==> src/rtl/sar_host_pkg.sv <==
package sar_host_pkg;

  // Frame sequencer states
  typedef enum logic [2:0] {
    ST_IDLE,
    ST_LEAD,
    ST_CLOCK,
    ST_TRAIL,
    ST_DONE
  } seq_state_t;

endpackage

==> src/rtl/sar_clk_div.sv <==
module sar_clk_div #(
  parameter int HALF = 4
) (
  input  logic clk,
  input  logic rst,
  input  logic run,
  output logic tick
);
  localparam int CW = (HALF > 1) ? $clog2(HALF) : 1;
  localparam logic [CW-1:0] LAST = CW'(HALF - 1);

  logic [CW-1:0] cnt;

  always_ff @(posedge clk) begin
    if (rst || !run) cnt <= '0;
    else if (cnt == LAST) cnt <= '0;
    else cnt <= cnt + 1'b1;
  end

  assign tick = run && (cnt == LAST);

  // a phase lasts at least two system cycles
  assert_tick_gap_R8: assert property (@(posedge clk) disable iff (rst)
    tick |=> !tick);
endmodule

==> src/rtl/sar_ctrl_fmt.sv <==
module sar_ctrl_fmt #(
  parameter int BYTE_W    = 8,
  parameter int CH_W      = 2,
  parameter int PD_W      = 2,
  parameter int POS_START = 7,
  parameter int POS_CHAN  = 5,
  parameter int POS_RES   = 3,
  parameter int POS_SGL   = 2,
  parameter int POS_PD    = 0
) (
  input  logic [CH_W-1:0]   chan,
  input  logic              diff,
  input  logic              res8,
  input  logic [PD_W-1:0]   pd,
  output logic [BYTE_W-1:0] ctrl
);
  always_comb begin
    ctrl                   = '0;
    ctrl[POS_START]        = 1'b1;
    ctrl[POS_CHAN +: CH_W] = chan;
    ctrl[POS_RES]          = res8;
    ctrl[POS_SGL]          = ~diff;
    ctrl[POS_PD +: PD_W]   = pd;
  end
endmodule

==> src/rtl/sar_rx_shift.sv <==
module sar_rx_shift #(
  parameter int W = 12
) (
  input  logic         clk,
  input  logic         rst,
  input  logic         shift,
  input  logic         bit_in,
  output logic [W-1:0] word
);
  always_ff @(posedge clk) begin
    if (rst) word <= '0;
    else if (shift) word <= {word[W-2:0], bit_in};
  end
endmodule

==> src/rtl/sar_adc_host.sv <==
module sar_adc_host
  import sar_host_pkg::*;
#(
  parameter int CLK_DIV        = 8,
  parameter int RES_W          = 12,
  parameter int NARROW_W       = 8,
  parameter int CH_W           = 2,
  parameter int PD_W           = 2,
  parameter int BYTE_W         = 8,
  parameter int FRAME_RISES    = 24,
  parameter int FIRST_RES_RISE = 10,
  parameter int POS_START      = 7,
  parameter int POS_CHAN       = 5,
  parameter int POS_RES        = 3,
  parameter int POS_SGL        = 2,
  parameter int POS_PD         = 0
) (
  input  logic             clk,
  input  logic             rst,
  input  logic             req_valid,
  input  logic [CH_W-1:0]  req_chan,
  input  logic             req_diff,
  input  logic             req_res8,
  input  logic [PD_W-1:0]  req_pd,
  input  logic             adc_mode,
  input  logic             pwr_down,
  input  logic             sdo,
  output logic             busy,
  output logic             res_valid,
  output logic [RES_W-1:0] res_data,
  output logic             cs_n,
  output logic             sclk,
  output logic             sdi,
  output logic             shdn_n
);
  localparam int HALF   = CLK_DIV / 2;
  localparam int RISE_W = $clog2(FRAME_RISES + 1);
  localparam logic [RISE_W-1:0] LAST_RISE = RISE_W'(FRAME_RISES);
  // rises holds the count before the edge being made
  localparam logic [RISE_W-1:0] SAMP_LO = RISE_W'(FIRST_RES_RISE - 1);
  localparam logic [RISE_W-1:0] SAMP_HI = RISE_W'(FIRST_RES_RISE + RES_W - 2);

  seq_state_t        state;
  logic [RISE_W-1:0] rises;
  logic [BYTE_W-1:0] tx_sr;
  logic              narrow;
  logic              tick;
  logic              run;
  logic              sample_en;
  logic [BYTE_W-1:0] ctrl_byte;
  logic [RES_W-1:0]  rx_word;
  logic [RES_W-1:0]  short_word;

  assign run = (state != ST_IDLE);

  sar_clk_div #(.HALF(HALF)) u_div (
    .clk  (clk),
    .rst  (rst),
    .run  (run),
    .tick (tick)
  );

  sar_ctrl_fmt #(
    .BYTE_W(BYTE_W), .CH_W(CH_W), .PD_W(PD_W),
    .POS_START(POS_START), .POS_CHAN(POS_CHAN), .POS_RES(POS_RES),
    .POS_SGL(POS_SGL), .POS_PD(POS_PD)
  ) u_fmt (
    .chan (req_chan),
    .diff (req_diff),
    .res8 (req_res8),
    .pd   (req_pd),
    .ctrl (ctrl_byte)
  );

  // capture on the system cycle that raises sclk
  assign sample_en = tick && (state == ST_CLOCK) && !sclk &&
                     (rises >= SAMP_LO) && (rises <= SAMP_HI);

  sar_rx_shift #(.W(RES_W)) u_rx (
    .clk    (clk),
    .rst    (rst),
    .shift  (sample_en),
    .bit_in (sdo),
    .word   (rx_word)
  );

  generate
    if (NARROW_W < RES_W) begin : g_zext
      assign short_word = {{(RES_W-NARROW_W){1'b0}}, rx_word[RES_W-1 -: NARROW_W]};
    end else begin : g_full
      assign short_word = rx_word;
    end
  endgenerate

  always_ff @(posedge clk) begin
    if (rst) begin
      state     <= ST_IDLE;
      cs_n      <= 1'b1;
      sclk      <= 1'b0;
      sdi       <= 1'b0;
      tx_sr     <= '0;
      rises     <= '0;
      busy      <= 1'b0;
      res_valid <= 1'b0;
      res_data  <= '0;
      narrow    <= 1'b0;
      shdn_n    <= 1'b1;
    end else begin
      res_valid <= 1'b0;
      shdn_n    <= ~pwr_down;
      case (state)
        ST_IDLE: begin
          if (req_valid) begin
            cs_n   <= 1'b0;
            busy   <= 1'b1;
            sdi    <= ctrl_byte[BYTE_W-1];
            tx_sr  <= {ctrl_byte[BYTE_W-2:0], 1'b0};
            rises  <= '0;
            narrow <= adc_mode && req_res8;
            state  <= ST_LEAD;
          end
        end
        ST_LEAD: begin
          if (tick) begin
            sclk  <= 1'b1;
            rises <= rises + 1'b1;
            state <= ST_CLOCK;
          end
        end
        ST_CLOCK: begin
          if (tick) begin
            if (sclk) begin
              sclk <= 1'b0;
              if (rises == LAST_RISE) begin
                state <= ST_TRAIL;
              end else begin
                sdi   <= tx_sr[BYTE_W-1];
                tx_sr <= {tx_sr[BYTE_W-2:0], 1'b0};
              end
            end else begin
              sclk  <= 1'b1;
              rises <= rises + 1'b1;
            end
          end
        end
        ST_TRAIL: begin
          if (tick) begin
            cs_n  <= 1'b1;
            sdi   <= 1'b0;
            state <= ST_DONE;
          end
        end
        ST_DONE: begin
          res_valid <= 1'b1;
          busy      <= 1'b0;
          res_data  <= narrow ? short_word : rx_word;
          state     <= ST_IDLE;
        end
        default: state <= ST_IDLE;
      endcase
    end
  end

  assert_sclk_idle_R2: assert property (@(posedge clk) disable iff (rst)
    cs_n |-> !sclk);
  assert_rise_cap_R2: assert property (@(posedge clk) disable iff (rst)
    rises <= LAST_RISE);
  assert_sdi_hold_R4: assert property (@(posedge clk) disable iff (rst)
    (!cs_n && $rose(sclk)) |-> $stable(sdi));
  assert_busy_frame_R9: assert property (@(posedge clk) disable iff (rst)
    !cs_n |-> busy);
  assert_valid_pulse_R11: assert property (@(posedge clk) disable iff (rst)
    res_valid |=> !res_valid);
  assert_valid_idle_R11: assert property (@(posedge clk) disable iff (rst)
    res_valid |-> (cs_n && !busy));
endmodule

==> config.mk <==
export PLATFORM = sky130hd
export DESIGN_NAME = sar_adc_host
export DESIGN_NICKNAME = d
export VERILOG_FILES = /design/src/rtl/sar_host_pkg.sv /design/src/rtl/sar_clk_div.sv /design/src/rtl/sar_ctrl_fmt.sv /design/src/rtl/sar_rx_shift.sv /design/src/rtl/sar_adc_host.sv
export SDC_FILE = /design/constraint.sdc
export NUM_CORES = 1
export LEC_CHECK = 0
export BUFFER_PORTS_ARGS = -buffer_cell sky130_fd_sc_hd__buf_2
export CORE_MARGIN = 5
export CORE_UTILIZATION = 60
export CTS_BUF_LIST = sky130_fd_sc_hd__clkbuf_2 sky130_fd_sc_hd__clkbuf_4 sky130_fd_sc_hd__clkbuf_8
export CTS_CLUSTER_DIAMETER = 30
export DETAILED_ROUTE_END_ITERATION = 10
export GPL_TIMING_DRIVEN = 0
export PLACE_DENSITY = 0.83
export SLEW_MARGIN = 20
export SYNTH_ARGS = -nofsm -noshare
export SYNTH_HDL_FRONTEND = slang
export SYNTH_HIERARCHICAL = 1
export SYNTH_SLANG_ARGS = --single-unit
==> constraint.sdc <==
create_clock -name clk -period 6 [get_ports clk]
set_input_delay 0.9 -clock clk [delete_from_list [all_inputs] [get_ports clk]]
set_output_delay 0.9 -clock clk [all_outputs]
set_load 0.03 [all_outputs]
# ---- Word level (Yosys, flattened, before mapping)
# Index checks and enable logic that the tools add are counted.
dict set report word_totals {
  regBits 49
  input_bits 12
}
dict set report classes {
  mux 32
  addsub 2
  n_lt_le_gt_ge 2
  bitwise 2
  reduce_logical 26
  n_eq_ne 14
}
# cell count
set op_table {}
lappend op_table {{8-bit 2-to-1 mux} 4}
lappend op_table {{5-bit 2-to-1 mux} 4}
lappend op_table {{3-bit 2-to-1 mux} 6}
lappend op_table {{8-bit case mux with 2 select lines} 1}
lappend op_table {{5-bit case mux with 3 select lines} 1}
lappend op_table {{2-bit != test (second input constant)} 7}
lappend op_table {{12-bit 2-to-1 mux} 1}
lappend op_table {{3-bit case mux with 4 select lines} 1}
lappend op_table {{6-bit AND reduction} 2}
lappend op_table {{1-bit 2-to-1 mux} 10}
lappend op_table {{5-bit AND reduction} 2}
lappend op_table {{3-bit nonzero test} 3}
lappend op_table {{2-bit nonzero test} 4}
lappend op_table {{3-bit by 2-bit == test with 1-bit output (second input constant)} 2}
lappend op_table {{1-bit logical AND} 6}
lappend op_table {{1-bit case mux with 2 select lines} 3}
lappend op_table {{3-bit AND reduction} 2}
lappend op_table {{5-bit by 1-bit adder with 5-bit output (second input constant)} 1}
lappend op_table {{5-bit == test (second input constant)} 1}
lappend op_table {{5-bit by 4-bit >= comparator with 1-bit output (second input constant)} 1}
lappend op_table {{5-bit less-or-equal comparator (second input constant)} 1}
lappend op_table {{2-bit AND reduction} 2}
lappend op_table {{3-bit by 1-bit == test with 1-bit output (second input constant)} 1}
lappend op_table {{3-bit == test (second input constant)} 1}
lappend op_table {{other kinds (9)} 11}

# ---- Depth between registers and ports, before layout
dict set report depth {
  word_depth 6
  ltp_mapped 9
  ltp_nobuf 7
}

# ---- By module
# Netlist, hierarchy kept.
# module n_inst area_each_um2 cells_each seq_area_each_um2
set by_module_without_submodules {}
lappend by_module_without_submodules {sar_adc_host 1 1676.6 195 680.7}
lappend by_module_without_submodules {sar_rx_shift 1 420.4 38 240.2}
lappend by_module_without_submodules {sar_clk_div 1 86.3 6 40.0}
lappend by_module_without_submodules {sar_ctrl_fmt 1 63.8 10 0.0}

# ---- Worst setup path after synthesis
# OpenSTA, ideal clock, no wires.
dict set report synth_timing {
  kind {register to register}
  startpoint {register state[2]}
  endpoint {register u_rx.word[0]}
  path_stages_with_launch 10
  period_less_slack_ns 2.270
  arrival_ns 2.143
  setup_time_ns 0.128
  n_path_buf 3
  setup_slack_ns 3.730
  path_cell_list {dfxtp_1 -> clkbuf_1 -> or3_1 -> and2_1 -> clkbuf_2 -> nand2_1 -> nor4_1 -> buf_6 -> mux2i_1 -> nor2_1}
}
dict set report synth_between {
  elab_chain_cells 6
  elab_cells_between_ends 7
  cone_classes {1 x eq/ne; 6 x reduce/logical}
}
# element line_no
set synth_lines {}
lappend synth_lines {{start, declared} sar_adc_host.sv:43} ;# seq_state_t state;
lappend synth_lines {{start signal, assigned} sar_adc_host.sv:97} ;# state <= ST_IDLE;
lappend synth_lines {{start signal, assigned} sar_adc_host.sv:120} ;# state <= ST_LEAD;
lappend synth_lines {{start signal, assigned} sar_adc_host.sv:127} ;# state <= ST_CLOCK;
lappend synth_lines {{3-bit nonzero test} sar_adc_host.sv:54} ;# assign run = (state != ST_IDLE);
lappend synth_lines {{via run} sar_adc_host.sv:48} ;# logic run;
lappend synth_lines {{1-bit logical AND} sar_clk_div.sv:20} ;# assign tick = run && (cnt == LAST);
lappend synth_lines {{via tick} sar_adc_host.sv:47} ;# logic tick;
lappend synth_lines {{1-bit logical AND (3 in series)} sar_adc_host.sv:76} ;# assign sample_en = tick && (state == ST_CLOCK) && !sclk &&
lappend synth_lines {{1-bit logical AND} sar_adc_host.sv:77} ;# (rises >= SAMP_LO) && (rises <= SAMP_HI);
lappend synth_lines {{via sample_en} sar_adc_host.sv:49} ;# logic sample_en;
lappend synth_lines {{end signal, assigned} sar_rx_shift.sv:12} ;# else if (shift) word <= {word[W-2:0], bit_in};
lappend synth_lines {{end, declared} sar_rx_shift.sv:8} ;# output logic [W-1:0] word
# The timed path passes the listed nets, and every way through them passes these cells.
# A chain may end at the register's enable or synchronous reset.

# ---- Final worst setup path
dict set report layout_timing {
  startpoint {register state[2]}
  endpoint {register u_rx.word[10]}
}
# The elaborated chain is that of the path after synthesis.

==> flow_metrics.env <==
export IMPL_status="finished clean"
export IMPL_root_buffer="clkbuf_8"
export IMPL_grt_use_total_pct=19.65
export IMPL_ys_flop_type="dfxtp_1"
export IMPL_p_int_w=0.0004793
export IMPL_dr_pass1_iters=4
export IMPL_ios=30
export IMPL_power_frac_comb_pct=7.1
export IMPL_yosys_area_top_type="dfxtp_1"
export IMPL_via_per_inst=5.527
export IMPL_yosysMostFrequentCell="dfxtp_1"
export IMPL_ir_worst_vdd_mv=0.2053
export IMPL_grt_pass1_wl_um=8107
export IMPL_cp_data_arrival_time_ps=3110
export IMPL_synth_cell_types=42
export IMPL_critPathRequiredTime_ps=6180
export IMPL_clock_skew_ps=7.555
export IMPL_ys_top_cells_by_area="dfxtp_1 43%, mux2i_1 13%, nor2_1 5.2%, a21oi_1 4.2%, o21ai_0 2.7%"
export IMPL_postCtsResizedCells=0
export IMPL_grt_pass1_vias=1838
export IMPL_drc_errors=0
export IMPL_p_seq_share_pct=53.3
export IMPL_vias=1824
export IMPL_syn_to_final_growth_pct=13.64
export IMPL_die_w_um=71.20
export IMPL_ys_seq_area_share_pct=42.76
export IMPL_post_drt_wl_per_cell_um=14.15
export IMPL_ys_top_cells_by_count="48 x dfxtp_1, 31 x nor2_1, 29 x mux2i_1"
export IMPL_core_area_um2=3633
export IMPL_slew_violations=0
export IMPL_overflow=0
export IMPL_cts_htree_levels=2
export IMPL_power_density_nw_per_um2=241.0
export IMPL_hold_viol_final=0
export IMPL_initial_utilization_pct=61.85
export IMPL_num_rows=22
export IMPL_clkPwrFrac_pct=39.6
export IMPL_io_buffers=25
export IMPL_dp_hpwl_um=3311
export IMPL_first_iter_violations=153
export IMPL_syn_area_um2=2247
export IMPL_rsz0062_at_grt="false"
export IMPL_die_h_um=71.20
export IMPL_fmax_mhz=340.9
export IMPL_synth_seq_cells=48
export IMPL_fin_setup_tns_ps=0
export IMPL_synth_edf_count=0
export IMPL_antenna_found_initial=0
export IMPL_finalWeightedCongestion=0.8743
export IMPL_finalSetupViolations=0
export IMPL_cts_tree="built"
export IMPL_clock_path_buffers=2
export IMPL_clock_latency_ps=300
export IMPL_yosysWarnings=6
export IMPL_diodes=0
export IMPL_p_sw_w=0.0001362
export IMPL_tightest_slew_ps=981.8
export IMPL_syn_num_nets=265
export IMPL_cellLeakagePower_nw=0.9419
export IMPL_post_cts_buffers=0
export IMPL_ant_nets=0
export IMPL_hold_slack_ps=456.2
export IMPL_clkTransAtPathRegs_ps=90
export IMPL_sw_frac_of_total_pct=22.12
export IMPL_hold_class="flop to flop"
export IMPL_worstPathMaxFanout=10
export IMPL_cts_sinks=48
export IMPL_layout_drive_gt1_share_pct=18.79
export IMPL_design_die_area_um2=5069
export IMPL_period_minus_slack_ps=2933
export IMPL_crit_type="flop to flop"
export IMPL_synthCells=249
export IMPL_synth_async_reset_ratio_pct=0
export IMPL_fin_crit_sh_pct=48.88
export IMPL_critPathLaunchType="flop"
export IMPL_slew_headroom_pct=33.94
export IMPL_ctsHoldBuffers=0
export IMPL_cts_buffers=5
export IMPL_wl_um=4669
export IMPL_cap_violations=0
export IMPL_syn_avg_cell_area_um2=9.025
export IMPL_yosysTopAreaCellShare_pct=42.76
export IMPL_layout_nets=297
export IMPL_end_kind="flop"
export IMPL_grt_max_degree=16
==> cells by family (layout without fill, tap and decap cells) <==
logic type | after synthesis | after routing | share of synthesized area (%)
other | 2 | 2 | 0.3342
AO/OA/AOI/OAI | 49 | 49 | 13.25
adder cells (fa/ha/maj) | 4 | 4 | 2.227
AND/OR/NAND/NOR | 87 | 87 | 21.05
buffers and inverters | 29 | 62 | 7.071
flip-flops | 48 | 48 | 42.76
multiplexers | 29 | 29 | 12.92
XOR/XNOR | 1 | 1 | 0.3898
==> power by group through the flow <==
| stage | clock network (W) | logic (W) | registers, W |
|---|---|---|---|
| 3_3_place_gp | 0 | 0.0000429 | 0.000335 |
| 4_1_cts | 0.000247 | 0.0000436 | 0.000328 |
| 5_1_grt | 0.000264 | 0.0000487 | 0.000329 |
| 3_5_place_dp | 0 | 0.0000433 | 0.000335 |
| 2_1_floorplan | 0 | 0.0000283 | 0.000339 |
| 6_report | 0.000244 | 0.0000436 | 0.000328 |
==> cell type report <==
type | count | area (µm²)
Clock inverter | 2 | 38.79
Buffer | 23 | 136.4
Sequential cell | 48 | 960.9
Timing Repair Buffer | 25 | 125.1
Multi-Input combinational cell | 172 | 1127
Clock buffer | 6 | 82.58
Tap cell | 48 | 60.06
Inverter | 6 | 22.52
Fill cell | 293 | 1080
==> critical path: stages (launching register included) <==
cell      delay (ps)
dfxtp_1          480
clkbuf_1         380
or3_1            200
and2_1           120
clkbuf_2         190
nand2_1          140
nor4_1           770
buf_6            270
mux2i_1          200
nor2_1            60
==> path summary, 6_finish.rpt <==
path	startpoint	end	slack, ps	depth (start not counted)
worst max-delay path	state[2]$_SDFFE_PP0P_	u_rx/word[10]$_SDFFE_PP0P_	3070	9
worst min register to register	res_data[10]$_SDFFE_PP0P_	res_data[10]$_SDFFE_PP0P_	460	2
worst max register to register	state[2]$_SDFFE_PP0P_	u_rx/word[10]$_SDFFE_PP0P_	3070	9
worst min-delay path	res_data[10]$_SDFFE_PP0P_	res_data[10]$_SDFFE_PP0P_	460	2
==> layout by cell type, fill, tap and decap left out, types with 3 or more instances in the layout <==
master	instances
a211oi_1	8
a21oi_1	19
and2_1	3
buf_2	28
buf_4	8
clkbuf_1	9
clkbuf_8	6
dfxtp_1	48
ha_1	4
inv_1	6
mux2i_1	29
nand2_1	13
nand2b_1	5
nand3_1	4
nand3b_1	6
nor2_1	31
nor3b_1	4
nor4_1	3
o21ai_0	12
or3_1	7
==> per-layer routing <==
metal / global-route usage [%] / wire (µm) / share of wire [%]
met1: 24.08 / 2049 / 44
met2: 32.96 / 2372 / 51
met3: 4.688 / 162 / 3.5
met4: 7.933 / 85 / 1.8
met5: 0 / 0 / 0
==> stage by stage <==
| step | instances | utilization [%] | instance area (µm²) | power (W) | setup slack (ps) |
|---|---|---|---|---|---|
| after floorplan | 249 | - | 2247 | 0.0003668 | 3730 |
| final | 330 | 70.28 | 2554 | 0.0006154 | 3067 |
| after CTS | 330 | 70.28 | 2554 | 0.0006181 | 3126 |
| after global routing | 330 | 70.28 | 2554 | 0.0006410 | 2851 |
| after global placement | 322 | 66.94 | 2432 | 0.0003779 | 3229 |
| after detailed placement | 322 | 66.94 | 2432 | 0.0003787 | 3211 |
==> state kept, by name, summed over array words and instances (netlist names) <==
signal,count
busy,1
sclk,1
state,3
u_div/cnt,2
u_rx/word,12
narrow,1
res_valid,1
res_data,12
sdi,1
shdn_n,1
tx_sr,7
cs_n,1
rises,5
Power figures use the tool's default switching activity.
